[src/rtl/tx_abort_watch_pkg.sv]
package tx_abort_watch_pkg;

  typedef enum logic [2:0] {
    ST_IDLE,
    ST_MASK,
    ST_WAIT,
    ST_SAMPLE,
    ST_REPORT
  } watch_state_e;

  typedef enum logic [1:0] {
    OUT_PENDING = 2'b00,
    OUT_NORMAL  = 2'b01,
    OUT_LOST    = 2'b10
  } outcome_e;

  // Check window length in clocks for a mailbox index.
  function automatic int window_len(int idx, int mul, int ofs);
    return idx * mul + ofs;
  endfunction

  // Outcome class from the three sampled bits of one mailbox.
  function automatic outcome_e classify(logic req_set, logic tx_ack, logic ab_ack);
    if (req_set) return OUT_PENDING;
    if (tx_ack || ab_ack) return OUT_NORMAL;
    return OUT_LOST;
  endfunction

endpackage

[src/rtl/tx_abort_win_timer.sv]
module tx_abort_win_timer import tx_abort_watch_pkg::*; #(
  parameter int IDX_W   = 5,
  parameter int CNT_W   = 7,
  parameter int WIN_MUL = 2,
  parameter int WIN_OFS = 3
) (
  input  logic             clk,
  input  logic             rst,
  input  logic             load,
  input  logic [IDX_W-1:0] load_idx,
  input  logic             run,
  output logic             near_end,
  output logic             at_end
);

  logic [CNT_W-1:0] cnt_q;

  always_ff @(posedge clk) begin
    if (rst) begin
      cnt_q <= '0;
    end else if (load) begin
      cnt_q <= CNT_W'(window_len(int'(load_idx), WIN_MUL, WIN_OFS));
    end else if (run && (cnt_q != '0)) begin
      cnt_q <= cnt_q - CNT_W'(1);
    end
  end

  assign near_end = (cnt_q == CNT_W'(2));
  assign at_end   = (cnt_q == CNT_W'(1));


  count_falls_chk: assert property (@(posedge clk) disable iff (rst)
    (run && !load && (cnt_q != '0)) |=> (cnt_q < $past(cnt_q)));

endmodule

[src/rtl/tx_abort_outcome_cls.sv]
module tx_abort_outcome_cls import tx_abort_watch_pkg::*; #(
  parameter int NUM_MB = 32,
  parameter int IDX_W  = 5
) (
  input  logic [IDX_W-1:0]  sel_idx,
  input  logic [NUM_MB-1:0] req_bits,
  input  logic [NUM_MB-1:0] txack_bits,
  input  logic [NUM_MB-1:0] abtack_bits,
  output logic              sel_req,
  output logic              sel_ack,
  output outcome_e          code
);

  logic sel_tx;
  logic sel_ab;

  always_comb begin
    sel_req = req_bits[sel_idx];
    sel_tx  = txack_bits[sel_idx];
    sel_ab  = abtack_bits[sel_idx];
    sel_ack = sel_tx | sel_ab;
    code    = classify(sel_req, sel_tx, sel_ab);
  end

endmodule

[src/rtl/tx_abort_irq_mask.sv]
module tx_abort_irq_mask #(
  parameter int NUM_MB = 32,
  parameter int IDX_W  = 5
) (
  input  logic              clk,
  input  logic              rst,
  input  logic              set_en,
  input  logic [IDX_W-1:0]  set_idx,
  input  logic              clr_en,
  output logic [NUM_MB-1:0] mask
);

  for (genvar i = 0; i < NUM_MB; i++) begin : g_bit
    always_ff @(posedge clk) begin
      if (rst || clr_en) begin
        mask[i] <= 1'b0;
      end else if (set_en && (set_idx == IDX_W'(i))) begin
        mask[i] <= 1'b1;
      end
    end
  end


  mask_onehot_chk: assert property (@(posedge clk) disable iff (rst)
    $onehot0(mask));

endmodule

[src/rtl/tx_abort_watch.sv]
module tx_abort_watch import tx_abort_watch_pkg::*; #(
  parameter int NUM_MB  = 32,
  parameter int WIN_MUL = 2,
  parameter int WIN_OFS = 3,
  localparam int IDX_W  = (NUM_MB > 1) ? $clog2(NUM_MB) : 1
) (
  input  logic              clk,
  input  logic              rst,
  input  logic              abort_req,
  input  logic [IDX_W-1:0]  abort_idx,
  input  logic [NUM_MB-1:0] req_bits,
  input  logic [NUM_MB-1:0] txack_bits,
  input  logic [NUM_MB-1:0] abtack_bits,
  output logic              busy,
  output logic [NUM_MB-1:0] irq_mask,
  output logic              done,
  output logic [1:0]        outcome,
  output logic              lost_flag,
  output logic [IDX_W-1:0]  lost_idx,
  output logic              unmask_stb
);

  localparam int MAX_WIN = WIN_MUL * (NUM_MB - 1) + WIN_OFS;
  localparam int CNT_W   = $clog2(MAX_WIN + 1);

  watch_state_e     state_q;
  logic [IDX_W-1:0] idx_q;
  outcome_e         code_q;

  // Named internal events for the assertions.
  logic     accept_ev;
  logic     timer_run;
  logic     tmr_near_end;
  logic     tmr_at_end;
  logic     report_ev;
  logic     cls_req;
  logic     cls_ack;
  outcome_e cls_code;

  assign accept_ev = abort_req && (state_q == ST_IDLE);
  assign timer_run = (state_q == ST_MASK) || (state_q == ST_WAIT) ||
                     (state_q == ST_SAMPLE);
  assign report_ev = (state_q == ST_REPORT);

  tx_abort_win_timer #(
    .IDX_W  (IDX_W),
    .CNT_W  (CNT_W),
    .WIN_MUL(WIN_MUL),
    .WIN_OFS(WIN_OFS)
  ) u_timer (
    .clk     (clk),
    .rst     (rst),
    .load    (accept_ev),
    .load_idx(abort_idx),
    .run     (timer_run),
    .near_end(tmr_near_end),
    .at_end  (tmr_at_end)
  );

  tx_abort_outcome_cls #(
    .NUM_MB(NUM_MB),
    .IDX_W (IDX_W)
  ) u_cls (
    .sel_idx    (idx_q),
    .req_bits   (req_bits),
    .txack_bits (txack_bits),
    .abtack_bits(abtack_bits),
    .sel_req    (cls_req),
    .sel_ack    (cls_ack),
    .code       (cls_code)
  );

  tx_abort_irq_mask #(
    .NUM_MB(NUM_MB),
    .IDX_W (IDX_W)
  ) u_mask (
    .clk    (clk),
    .rst    (rst),
    .set_en (accept_ev),
    .set_idx(abort_idx),
    .clr_en (report_ev),
    .mask   (irq_mask)
  );

  always_ff @(posedge clk) begin
    if (rst) begin
      state_q <= ST_IDLE;
      idx_q   <= '0;
      code_q  <= OUT_PENDING;
    end else begin
      unique case (state_q)
        ST_IDLE: begin
          if (accept_ev) begin
            idx_q   <= abort_idx;
            state_q <= ST_MASK;
          end
        end
        ST_MASK:   state_q <= ST_WAIT;
        ST_WAIT: begin
          if (tmr_near_end) state_q <= ST_SAMPLE;
        end
        ST_SAMPLE: begin
          code_q  <= cls_code;
          state_q <= ST_REPORT;
        end
        ST_REPORT: begin
          code_q  <= OUT_PENDING;
          state_q <= ST_IDLE;
        end
        default:   state_q <= ST_IDLE;
      endcase
    end
  end

  assign busy       = (state_q != ST_IDLE);
  assign done       = report_ev;
  assign unmask_stb = report_ev;
  assign outcome    = code_q;
  assign lost_flag  = (code_q == OUT_LOST);
  assign lost_idx   = lost_flag ? idx_q : '0;


  accept_masks_chk: assert property (@(posedge clk) disable iff (rst)
    (abort_req && !busy) |=> (busy && irq_mask[$past(abort_idx)]));


  sample_at_end_chk: assert property (@(posedge clk) disable iff (rst)
    (state_q == ST_SAMPLE) |-> tmr_at_end);


  pending_kept_chk: assert property (@(posedge clk) disable iff (rst)
    ((state_q == ST_SAMPLE) && cls_req) |=> (done && (outcome == 2'b00)));


  lost_needs_quiet_chk: assert property (@(posedge clk) disable iff (rst)
    ((state_q == ST_SAMPLE) && !cls_req && !cls_ack) |=> (lost_flag && done));


  report_single_chk: assert property (@(posedge clk) disable iff (rst)
    done |=> (!done && !unmask_stb && (outcome == 2'b00)));


  release_after_report_chk: assert property (@(posedge clk) disable iff (rst)
    done |=> ((irq_mask == '0) && !busy));


  busy_holds_mask_chk: assert property (@(posedge clk) disable iff (rst)
    (busy && !done) |=> $stable(irq_mask));

endmodule

[config.mk]
export PLATFORM = sky130hd
export DESIGN_NAME = tx_abort_watch
export DESIGN_NICKNAME = d
export VERILOG_FILES = /design/src/rtl/tx_abort_watch_pkg.sv /design/src/rtl/tx_abort_win_timer.sv /design/src/rtl/tx_abort_outcome_cls.sv /design/src/rtl/tx_abort_irq_mask.sv /design/src/rtl/tx_abort_watch.sv
export SDC_FILE = /design/constraint.sdc
export NUM_CORES = 1
export LEC_CHECK = 0
export ABC_CLOCK_PERIOD_IN_PS = 3100
export BUFFER_PORTS_ARGS = -buffer_cell sky130_fd_sc_hd__buf_2
export CAP_MARGIN = 0
export CORE_MARGIN = 10
export CORE_UTILIZATION = 50
export CTS_BUF_LIST = sky130_fd_sc_hd__clkbuf_4 sky130_fd_sc_hd__clkbuf_8
export CTS_CLUSTER_SIZE = 40
export DETAILED_ROUTE_END_ITERATION = 12
export HOLD_SLACK_MARGIN = 0.03
export PLACE_DENSITY = 0.91
export SKIP_CTS_REPAIR_TIMING = 1
export SLEW_MARGIN = 20
export SYNTH_ARGS = -nofsm -noshare
export SYNTH_HDL_FRONTEND = slang
export SYNTH_SLANG_ARGS = --single-unit
[constraint.sdc]
create_clock -name clk -period 3.1 [get_ports clk]
set_clock_uncertainty 0.2 [all_clocks]
set_input_delay 0.62 -clock clk [delete_from_list [all_inputs] [get_ports clk]]
set_output_delay 0.62 -clock clk [all_outputs]
set_load 0.01 [all_outputs]
== Word-level counts from Yosys, hierarchy flattened ==
Cells that the tools add are included.

* Logic and storage cells: 144
* Bits in registers: 49

* Muxes and demuxes: 20
* Equality and inequality tests: 39
* $add $sub $neg: 2
* Reductions and logical operators: 46
* Order comparisons: 1

{| class="wikitable"
|+ Operators with widths
! kind !! number
|-
| 5-bit == test (second input constant) || 16
|-
| 5-bit by 4-bit == test with 1-bit output (second input constant) || 8
|-
| 1-bit logical AND || 34
|-
| 5-bit by 3-bit == test with 1-bit output (second input constant) || 4
|-
| 1-bit binary-select mux with 5-bit select || 3
|-
| 7-bit two-way mux || 2
|-
| 3-bit one-hot mux with 4 select lines || 1
|-
| 5-bit by 2-bit == test with 1-bit output (second input constant) || 2
|-
| 2-bit two-way mux || 4
|-
| 6-bit by 2-bit adder with 7-bit output (second input constant) || 1
|-
| 7-bit by 2-bit == test with 1-bit output (second input constant) || 1
|-
| 7-bit nonzero test || 1
|-
| 7-bit by 1-bit subtractor with 7-bit output (second input constant) || 1
|-
| 3-bit by 2-bit == test with 1-bit output (second input constant) || 2
|-
| 5-bit by 6-bit < comparator with 1-bit output (second input constant) || 1
|-
| 1-bit two-way mux || 6
|-
| 3-bit two-way mux || 2
|-
| 5-bit by 1-bit == test with 1-bit output (second input constant) || 1
|-
| 5-bit logical NOT || 1
|-
| 5-bit two-way mux || 1
|-
| 1-bit logical OR || 4
|-
| 2-bit one-hot mux with 2 select lines || 1
|-
| 2-bit AND reduction || 2
|-
| 2-bit nonzero test || 2
|-
| other kinds (7) || 7
|}

== Depth between registers and ports, before layout ==
Gate-level depths: netlist (run 1).

* Word-level depth: 8
* Depth in mapped cells: 9
* Mapped depth without buffers: 7

== By module ==
From an unflattened synthesis (run 1), not the netlist that was laid out.

* Cells, all modules: 288
* Area total of the unflattened synthesis: 2886.5 um^2

{| class="wikitable"
|+ By module, submodules not included
! module !! instances !! area an instance (um^2) !! cells an instance
|-
| tx_abort_irq_mask || 1 || 1118.6 || 84
|-
| tx_abort_outcome_cls || 1 || 752.0 || 90
|-
| tx_abort_win_timer || 1 || 524.3 || 62
|-
| tx_abort_watch || 1 || 491.7 || 52
|}

== Worst setup path before layout (run 1) ==
No wires, ideal clock.

* Kind: input to register
* Start point: input port req_bits[13]
* End point: register code_q[0], in the netlist outcome[0]
* Path slack: 0.998 ns
* Setup time: 0.069 ns
* Arrival time: 1.833 ns
* Data required time: 2.831 ns
* Cell stages on the path: 6
* Cells stage by stage: mux4_2 nor2_1 o311ai_1 o21bai_1 a221o_1 o21ai_1

* Word-level cells in the longest chain between the ends: 5

{| class="wikitable"
|+ RTL lines
! element !! line !! RTL
|-
| start: declaration || tx_abort_watch.sv:11 || <nowiki>input logic [NUM_MB-1:0] req_bits,</nowiki>
|-
| 1-bit binary-select mux with 5-bit select || tx_abort_outcome_cls.sv:18 || <nowiki>sel_req = req_bits[sel_idx];</nowiki>
|-
| 1-bit two-way mux (not written as such) || tx_abort_outcome_cls.sv:18 ||
|-
| 1-bit two-way mux || tx_abort_watch_pkg.sv:24 || <nowiki>if (req_set) return OUT_PENDING;</nowiki>
|-
| 2-bit two-way mux || tx_abort_watch_pkg.sv:25 || <nowiki>if (tx_ack || ab_ack) return OUT_NORMAL;</nowiki>
|-
| 2-bit one-hot mux with 2 select lines || tx_abort_watch.sv:91 || <nowiki>unique case (state_q)</nowiki>
|-
| end signal: assignment || tx_abort_watch.sv:103 || <nowiki>code_q <= cls_code;</nowiki>
|-
| end: declaration || tx_abort_watch.sv:28 || <nowiki>outcome_e code_q;</nowiki>
|}

Every way passes these cells. The select of a mux whose other input is x is not followed.
A chain may end at the register's enable or synchronous reset.

== Worst setup path after layout (run 1) ==
* Start point: register idx_q[1]
* End point: register code_q[1], in the netlist outcome[1]

* Word-level cells in the longest chain between the ends: 8
* Elaborated cells between the ends (all ways): 14

{| class="wikitable"
|+ RTL lines
! element !! line !! RTL
|-
| start: declaration || tx_abort_watch.sv:27 || <nowiki>logic [IDX_W-1:0] idx_q;</nowiki>
|-
| start signal: assignment || tx_abort_watch.sv:94 || <nowiki>idx_q <= abort_idx;</nowiki>
|-
| 1-bit binary-select mux with 5-bit select (on tied branches) || tx_abort_outcome_cls.sv:19, tx_abort_outcome_cls.sv:20 ||
|-
| 1-bit two-way mux (on tied branches) || tx_abort_outcome_cls.sv:19, tx_abort_outcome_cls.sv:20 ||
|-
| 1-bit logical OR || tx_abort_watch_pkg.sv:25 ||
|-
| 1-bit two-way mux (2 in series) || tx_abort_watch_pkg.sv:25 ||
|-
| 2-bit two-way mux || tx_abort_watch_pkg.sv:26 || <nowiki>return OUT_LOST;</nowiki>
|-
| 2-bit two-way mux (*) || tx_abort_watch_pkg.sv:25 ||
|-
| 2-bit one-hot mux with 2 select lines (*) || tx_abort_watch.sv:91 ||
|}

Every way passes the cells marked *; elsewhere a longest branch is shown, timed or not. The select of a mux whose other input is x is not followed.

==> run metrics, run 1 <==
CTS H-tree lvls=2; std cell rows=26; crit path capture type=flop; depth of the most critical reg-to-reg path=7; synth-to-layout area growth=30.8%; CTS Buffer Depth=2; MaxCap Viol Count=0; Gate Count Post-Synth=329; placed inst area=0.00347 sq mm; initial antenna violation count=0; Yosys reg bits=49; max layer used=met4; num ports=147; Sink Count=49; Routed WL=9670 um; routed length on met3=1100 um; Hold EP=u_mask.mask[11]$_SDFFE_PP0P_; Crit Path Category=reg -> reg; status=finished, final reports clean; Iteration-0 DRC Markers=143; worst endpoint required time=3.15 ns; Min-Delay Path Class=reg -> reg; reg2reg end=outcome[1]$_SDFFE_PP0P_; cell mode on critical path=nor3_1; FF-to-FF Start=idx_q[1]$_SDFFE_PP0P_; Critical Path Max Stage Delay=0.55 ns; Num CTS Buffers=5; GRT Residual Overflow=0; R2R Setup Slk=0.68 ns; CP Cell Sequence=buf_4, nor3_1, nor3_1, or3_1, o31a_1, a32oi_1, a32o_1; Area contributors post-synth=dfxtp_1 36%, nor2_1 8.7%, a21oi_1 4.8%; WP buf/inv=1; CP Max Fanout=20; PD cells=397 mW/mm^2; number of cells on the worst hold path=2; critical path's slowest cell=dfxtp_1; post-route cell area=0.00356 sq mm; clock slew at the register clock pins of the worst setup and hold paths=0.08 ns; Worst VDD drop=0.332 mV; Cell variety after synth=54; worst slew pin tran=0.724 ns; Vert. Die Dim=93.8 um; Initial Utilization=0.523; Mapped Nets=442; min Tclk post-route=2.42 ns; clk root buf=clkbuf_8; TritonRoute pass-1 iters=4; Final TNS setup=0 ns; crit path DAT=2.48 ns; clock latency on the worst-skew pair=0.31 ns; Layout Utilization=0.684; Slew headroom=0.517; CP delay by family, top=simple AND/OR/NAND/NOR gates; share of flip-flops with an asynchronous set or reset=0; minimum hold slack=0.269 ns; area occupied by multi-input gates=0.00160 sq mm; Max Transition Viols Final=0; first-pass GRT wire length=15,200 um; routed vias/inst=5.69; post-synth top area share=0.360; Core Region=0.00520 sq mm; Yosys top cell by area=dfxtp_1; Total GRT Usage=0.211; Seq. cell area=981 sq um; worst hold path startpoint=u_mask.mask[11]$_SDFFE_PP0P_; Syn Std Cell Area=0.00272 sq mm; crit start category=flop; WL met1=3680 um; hpwl dp=7860 um; filler instances=456; syn_area_per_cell=8.28 sq um; number of flops mapped to enable cells by yosys=0; Seq/Total Area, Yosys=0.360; Met2 Wirelength=4750 um; DR vias=3,053; unrepaired setup endpoints after global routing=no; P_leak=1.66 nW; pin count of the biggest net entering global routing=33; NumNets Final=578; # DRC=0; port bufs=146; Top FF cell, synth=dfxtp_1; vias in the first global route=3,081; Ys Warns=0; Die X-Extent=93.8 um; Die ar.=0.00880 sq mm; Final Hold Fails=0; Max Fclk=412 MHz; share of layout cells above drive strength 1=0.365; CTS tree=built; Tcrit/Tclk final=0.782; DR WL/cell=18.0 um; Finish-stage setup viols=0; Detail Route Antenna Nets=0; RePlAce Congestion=0.961
[power by group]
group | internal (mW) | total [mW] | switching [mW]
Clock | 0.156 | 0.364 | 0.209
Combinational | 0.168 | 0.352 | 0.185
Sequential | 0.657 | 0.698 | 0.0405
[synthesized netlist by cell type, types with 2 or more instances]
master / instances
nor2_1: 63
dfxtp_1: 49
a21oi_1: 26
nor3_1: 19
a31oi_1: 17
nand2_1: 15
clkbuf_1: 13
ha_1: 9
o21ai_0: 8
and2_1: 7
inv_1: 7
nor2b_1: 7
buf_2: 6
mux2i_1: 5
a211oi_1: 4
mux4_2: 4
nand3_1: 4
or3_1: 4
xnor2_1: 4
and3_1: 3
nand2b_1: 3
nor4_1: 3
o2111ai_1: 3
o21a_1: 3
o311ai_1: 3
or2_2: 3
xor2_1: 3
a311oi_1: 2
buf_6: 2
mux4_1: 2
nand3b_1: 2
nor3b_1: 2
o21bai_1: 2
o311ai_0: 2
[sequential cells by signal, summed over array words and instances (netlist names)]
register,count
idx_q,5
state_q,3
outcome,2
u_mask.mask,32
u_timer.cnt_q,7
[cells by family after synthesis]
group,count (synthesis),synth area share
buffers and inverters,30,0.0510
XOR/XNOR,7,0.0225
flip-flops,49,0.360
AO/OA/AOI/OAI,84,0.209
AND/OR/NAND/NOR,138,0.241
multiplexers,12,0.0749
adder cells (fa/ha/maj),9,0.0414
[cell type report]
type / count / share of cell area
multi-input combinational: 250 / 0.450
sequential: 49 / 0.275
timing repair buffer: 152 / 0.218
tap: 70 / 0.0246
clock buffer: 5 / 0.0193
inverter: 7 / 0.00738
clock inverter: 3 / 0.00492
antenna: 1 / 0.000702
[stage by stage]
step / cells / total power [mW] / setup WS, ns
4_1_cts: 536 / 1.42 / 0.681
3_5_place_dp: 528 / 1.06 / 0.698
2_1_floorplan: 329 / 0.936 / 0.998
3_3_place_gp: 528 / 1.05 / 0.743
6_report: 537 / 1.41 / 0.675
5_1_grt: 536 / 1.49 / 0.483
[worst reg2reg max path, cell delays in order, from the launching register on]
cell and delay, ns:
dfxtp_1 0.55, buf_4 0.29, nor3_1 0.29, nor3_1 0.08, or3_1 0.35, o31a_1 0.24, a32oi_1 0.22, a32o_1 0.15
[how the worst max path moves through the flow]
stage / end / startpoint / depth (start not counted)
after detailed placement: outcome[0]$_SDFFE_PP0P_ / idx_q[0]$_SDFFE_PP0P_ / 6
final: outcome[1]$_SDFFE_PP0P_ / idx_q[1]$_SDFFE_PP0P_ / 7
after floorplan: outcome[0]$_SDFFE_PP0P_ / req_bits[13] / 6
after global routing: outcome[1]$_SDFFE_PP0P_ / idx_q[1]$_SDFFE_PP0P_ / 7
after global placement: outcome[0]$_SDFFE_PP0P_ / idx_q[0]$_SDFFE_PP0P_ / 6
after CTS: outcome[0]$_SDFFE_PP0P_ / idx_q[0]$_SDFFE_PP0P_ / 6
[layer usage]
layer | vias to the layer above | GRT usage
met5 | - | 0
met4 | 0 | 0.0595
met3 | 20 | 0.0855
met2 | 165 | 0.374
met1 | 1410 | 0.223
li1 | 1458 | -
[layout by cell type (no fill, tap or decap), types with 8 or more instances in the layout]
cell type,synthesis,layout
nand2_1,15,15
a21oi_1,26,26
ha_1,9,9
o21ai_0,8,8
dfxtp_1,49,49
buf_2,6,146
a31oi_1,17,17
nor2_1,63,63
nor3_1,19,19
No activity file was read; power rests on OpenSTA's default activity.
==> inputs of run 2 (changes only) <==
ABC_CLOCK_PERIOD_IN_PS = 2300   (was 3100)
CORE_UTILIZATION = 46   (was 50)
PLACE_DENSITY = 0.85   (was 0.91)
clock period = 2.3 ns   (was 3.1 ns; I/O delays follow)
==> run metrics, run 2 (synthesized netlist as in run 1, its figures left out) <==
status=finished, final reports clean (unchanged); Worst VDD drop=0.524 mV (was 0.332 mV); max layer used=met4 (unchanged); DR WL/cell=18.1 um (was 18.0 um); clock latency on the worst-skew pair=0.30 ns (was 0.31 ns); WL met1=4210 um (was 3680 um); worst slew pin tran=0.573 ns (was 0.724 ns); commonest non-fill, non-tap cell in the layout=buf_2 (unchanged); Tcrit/Tclk final=0.937 (was 0.782); unrepaired setup endpoints after global routing=no (unchanged); Die X-Extent=96.9 um (was 93.8 um); Core Region=0.00561 sq mm (was 0.00520 sq mm); initial antenna violation count=0 (unchanged); CTS H-tree lvls=2 (unchanged); PD cells=536 mW/mm^2 (was 397 mW/mm^2); Total GRT Usage=0.192 (was 0.211); Met2 Wirelength=4720 um (was 4750 um); CTS Buffer Depth=2 (unchanged); crit path DAT=2.20 ns (was 2.48 ns); RePlAce Congestion=0.945 (was 0.961); min Tclk post-route=2.16 ns (was 2.42 ns); Slew headroom=0.618 (was 0.517); GRT Residual Overflow=0 (unchanged); Min-Delay Path Class=in -> reg (was reg -> reg); Final Hold Fails=0 (unchanged); Largest Register=u_mask.mask (unchanged); worst endpoint required time=2.34 ns (was 3.15 ns); CTS tree=built (unchanged); Final TNS setup=0 ns (unchanged); Die ar.=0.00940 sq mm (was 0.00880 sq mm); pin count of the biggest net entering global routing=33 (unchanged); port bufs=146 (unchanged); Cell Count, Final, Fillers Out=543 (was 537); hpwl dp=7950 um (was 7860 um); minimum hold slack=0.254 ns (was 0.269 ns); Max Transition Viols Final=0 (unchanged); Finish-stage setup viols=0 (unchanged); Final Worst Setup Slack=0.145 ns (was 0.675 ns); Vert. Die Dim=96.9 um (was 93.8 um); commonest non-fill, non-tap cells in the layout=146 x buf_2, 62 x nor2_1, 48 x dfxtp_1, 26 x a21oi_1, 18 x nor3_1 (was 146 x buf_2, 63 x nor2_1, 49 x dfxtp_1, 26 x a21oi_1, 19 x nor3_1); crit path launch=idx_q[0]$_SDFFE_PP0P_ (was idx_q[1]$_SDFFE_PP0P_); Sink Count=49 (unchanged); depth of the most critical reg-to-reg path=7 (unchanged); filler instances=494 (was 456); Final Power=1.96 mW (was 1.41 mW); routed vias/inst=5.61 (was 5.69); Iteration-0 DRC Markers=131 (was 143); Max Fclk=464 MHz (was 412 MHz); Hold EP=idx_q[0]$_SDFFE_PP0P_ (was u_mask.mask[11]$_SDFFE_PP0P_); Crit Path Category=reg -> reg (unchanged); std cell rows=27 (was 26); worst slack, placed=0.0772 ns (was 0.698 ns); vias in the first global route=2,967 (was 3,081); Initial Utilization=0.485 (was 0.523); P_leak=1.71 nW (was 1.66 nW); number of cells on the worst hold path=3 (was 2); Detail Route Antenna Nets=0 (unchanged); DR vias=3,048 (was 3,053); Num CTS Buffers=5 (unchanged); first-pass GRT wire length=15,400 um (was 15,200 um); Top Registers=u_mask.mask (32), u_timer.cnt_q (7), idx_q (5) (unchanged); clk root buf=clkbuf_8 (unchanged); NumNets Final=583 (was 578); CP Max Fanout=8 (was 20); Ant. Diodes=0 (was 1); num ports=147 (unchanged); TritonRoute pass-1 iters=4 (unchanged); # DRC=0 (unchanged); FF-to-FF Start=idx_q[0]$_SDFFE_PP0P_ (was idx_q[1]$_SDFFE_PP0P_); R2R Setup Slk=0.14 ns (was 0.68 ns); cell count after placement=535 (was 528); max reg flops=32 (unchanged); routed length on met3=864 um (was 1100 um); Routed WL=9850 um (was 9670 um); crit start category=flop (unchanged); synth-to-layout area growth=34.6% (was 30.8%); share of layout cells above drive strength 1=0.382 (was 0.365); MaxCap Viol Count=0 (unchanged); worst hold path startpoint=abort_idx[0] (was u_mask.mask[11]$_SDFFE_PP0P_); reg2reg end=outcome[0]$_SDFFE_PP0P_ (was outcome[1]$_SDFFE_PP0P_); clock slew at the register clock pins of the worst setup and hold paths=0.09 ns (was 0.08 ns); crit path capture type=flop (unchanged)
-- run 2: final cells by class --
type	count	area [sq um]	area share
clock buffers	6	76.3	0.0208
multi-input cells	250	1630	0.444
clock inverters	2	13.8	0.00376
repair buffers	157	850	0.232
inverters	7	26.3	0.00717
well taps	72	90.1	0.0246
flip-flops and latches	49	982	0.268
-- run 2: critical path: stages (launching register included) --
cell	delay (ns)
dfxtp_2	0.36
buf_6	0.13
mux4_2	0.52
nor2_2	0.12
o311ai_1	0.13
o21bai_1	0.20
a221o_1	0.31
o21ai_1	0.12
-- run 2: routing by layer --
metal,global-route usage,vias to the layer above
li1,-,1471
met1,0.234,1422
met2,0.323,149
met3,0.0667,6
met4,0.0304,0
met5,0,-
-- run 2: power breakdown --
group	total [mW]	internal, mW	switching [mW]
clock	0.514	0.229	0.285
combinational	0.521	0.249	0.272
sequential	0.928	0.886	0.0416
total	1.96	1.36	0.599
-- run 2: worst max-delay path by stage --
stage | end | slack [ns] | cells past startpoint
finish | outcome[0]$_SDFFE_PP0P_ | 0.14 | 7
global route | outcome[0]$_SDFFE_PP0P_ | 0.01 | 7
CTS | outcome[0]$_SDFFE_PP0P_ | 0.07 | 7
detailed placement | outcome[0]$_SDFFE_PP0P_ | 0.08 | 7
global placement | outcome[0]$_SDFFE_PP0P_ | 0.10 | 7
floorplan | outcome[0]$_SDFFE_PP0P_ | 0.35 | 7
-- run 2: stage by stage --
step	cell area (sq um)	utilization
finish	3660	0.653
global route	3660	0.653
CTS	3630	0.647
detailed placement	3540	0.631
global placement	3540	0.631
floorplan	2720	-
==> inputs of run 3 (changes only) <==
ABC_CLOCK_PERIOD_IN_PS = 1900   (was 2300)
CORE_UTILIZATION = 42   (was 46)
PLACE_DENSITY = 0.82   (was 0.85)
clock period = 1.9 ns   (was 2.3 ns; I/O delays follow)
==> run metrics, run 3 (synthesized netlist as in run 1, its figures left out) <==
Sink Count=49 (unchanged); min Tclk post-route=2.11 ns (was 2.16 ns); Core Region=0.00631 sq mm (was 0.00561 sq mm); share of layout cells above drive strength 1=0.466 (was 0.382); max reg flops=32 (unchanged); Top Registers=u_mask.mask (32), u_timer.cnt_q (7), idx_q (5) (unchanged); first-pass GRT wire length=15,900 um (was 15,400 um); hpwl dp=8220 um (was 7950 um); port bufs=146 (unchanged); failing checks=setup timing; Slew headroom=0.670 (was 0.618); DR WL/cell=17.8 um (was 18.1 um); Sequential Power Share=0.436 (was 0.473); Largest Register=u_mask.mask (unchanged); Vert. Die Dim=101 um (was 96.9 um); Die ar.=0.0101 sq mm (was 0.00940 sq mm); Num CTS Buffers=5 (unchanged); CTS Buffer Depth=2 (unchanged); num ports=147 (unchanged); initial antenna violation count=1 (was 0); Pint=1.77 mW (was 1.36 mW); status=complete, but fails checks (was finished, final reports clean); CP Max Fanout=8 (unchanged); P_leak=1.88 nW (was 1.71 nW); critical path's slowest cell=mux4_2 (unchanged); Total GRT Usage=0.188 (was 0.192); Cell Count, Final, Fillers Out=580 (was 543); TritonRoute pass-1 iters=4 (unchanged); worst endpoint required time=1.95 ns (was 2.34 ns); commonest non-fill, non-tap cell in the layout=buf_2 (unchanged); Worst VDD drop=0.514 mV (was 0.524 mV); NumNets Final=614 (was 583); Tcrit/Tclk final=1.11 (was 0.937); pin count of the biggest net entering global routing=33 (unchanged); Finish-stage setup viols=2 (was 0); # DRC=0 (unchanged); post-route cell area=0.00407 sq mm (was 0.00366 sq mm); Net Switching=0.790 mW (was 0.599 mW); crit path DAT=2.17 ns (was 2.20 ns); Min-Delay Path Class=in -> reg (unchanged); clock share of power=0.254 (was 0.262); Critical Path Max Stage Delay=0.53 ns (was 0.52 ns); DR vias=3,142 (was 3,048); crit start category=flop (unchanged); Initial Utilization=0.431 (was 0.485); placed inst area=0.00373 sq mm (was 0.00354 sq mm); vias in the first global route=3,254 (was 2,967); worst slew pin tran=0.489 ns (was 0.573 ns); Detail Route Antenna Nets=0 (unchanged); GRT Residual Overflow=0 (unchanged); Sw Share=0.308 (was 0.305); Die X-Extent=101 um (was 96.9 um); CTS tree=built (unchanged); clock slew at the register clock pins of the worst setup and hold paths=0.09 ns (about the same); std cell rows=29 (was 27); Final Hold Fails=0 (unchanged); minimum hold slack=0.183 ns (was 0.254 ns); commonest non-fill, non-tap cells in the layout=146 x buf_2, 61 x nor2_1, 43 x dfxtp_1, 38 x buf_4, 26 x a21oi_1 (was 146 x buf_2, 62 x nor2_1, 48 x dfxtp_1, 26 x a21oi_1, 18 x nor3_1); crit path capture type=flop (unchanged); Gate power share=0.310 (was 0.266); clk root buf=clkbuf_8 (unchanged); Iteration-0 DRC Markers=113 (was 131); cell count after placement=564 (was 535); MaxCap Viol Count=0 (unchanged); routed vias/inst=5.42 (was 5.61); Routed WL=10,300 um (was 9850 um); CP Cell Sequence=buf_12, mux4_2, nor2_4, o311ai_4, o21bai_4, a221oi_1, a32o_1 (was buf_6, mux4_2, nor2_2, o311ai_1, o21bai_1, a221o_1, o21ai_1); Final Worst Setup Slack=-0.211 ns (was 0.145 ns); Max Transition Viols Final=0 (unchanged); R2R Setup Slk=-0.21 ns (was 0.14 ns); Crit Path Category=reg -> reg (unchanged); Max Fclk=474 MHz (was 464 MHz); CTS H-tree lvls=2 (unchanged); PD cells=630 mW/mm^2 (was 536 mW/mm^2); synth-to-layout area growth=49.4% (was 34.6%); unrepaired setup endpoints after global routing=yes (was no); clock latency on the worst-skew pair=0.30 ns (about the same); RePlAce Congestion=0.828 (was 0.945)
run 3: cell types whose count changed in the layout (fill, tap and decap cells not counted), sizes merged:
cell,delta
buf,+31
diode,+1
clkinvlp,+1
clkinv,-1
run 3: final cells by class:
class | count | area, sq um
well taps | 77 | 96.3
flip-flops and latches | 49 | 991
repair buffers | 188 | 1090
multi-input cells | 250 | 1770
diodes | 1 | 2.50
fillers | 528 | 2240
clock inverters | 2 | 16.3
clock buffers | 6 | 82.6
inverters | 7 | 26.3
run 3: power groups by stage:
stage / combinational, mW / sequential, mW / clock [mW]
detailed placement: 0.688 / 1.14 / 0
global placement: 0.674 / 1.14 / 0
floorplan: 0.397 / 1.13 / 0
finish: 0.794 / 1.12 / 0.650
global route: 0.872 / 1.13 / 0.709
CTS: 0.693 / 1.12 / 0.671
run 3: through the flow:
step	total power, mW	utilization	setup TNS (ns)	setup WS (ns)
detailed placement	1.83	0.591	-0.649	-0.319
floorplan	1.53	-	-0.102	-0.0485
CTS	2.48	0.606	-0.715	-0.343
global placement	1.81	0.591	-0.454	-0.234
finish	2.56	0.644	-0.405	-0.211
global route	2.71	0.644	-0.619	-0.288
run 3: path summary, 6_finish.rpt:
check / endpoint / cells past startpoint / start
setup / recovery: outcome[1]$_SDFFE_PP0P_ / 7 / idx_q[0]$_SDFFE_PP0P_
hold / removal: idx_q[0]$_SDFFE_PP0P_ / 3 / abort_idx[0]
setup reg to reg: outcome[1]$_SDFFE_PP0P_ / 7 / idx_q[0]$_SDFFE_PP0P_
hold reg to reg: u_mask.mask[28]$_SDFFE_PP0P_ / 2 / u_mask.mask[28]$_SDFFE_PP0P_
run 3: metal layers:
layer | GRT usage | up-vias | wire length, um
li1 | - | 1538 | -
met1 | 0.203 | 1457 | 3960
met2 | 0.325 | 132 | 5020
met3 | 0.0857 | 15 | 1160
met4 | 0.0500 | 0 | 194
met5 | 0 | - | 0
run 3: worst max-delay path: cells and delay by family, from the launching register on:
| kind | cells | cell delay (ns) |
|---|---|---|
| compound gates | 4 | 0.71 |
| buf+inv | 1 | 0.13 |
| flops | 1 | 0.36 |
| mux | 1 | 0.53 |
| simple gates | 1 | 0.14 |
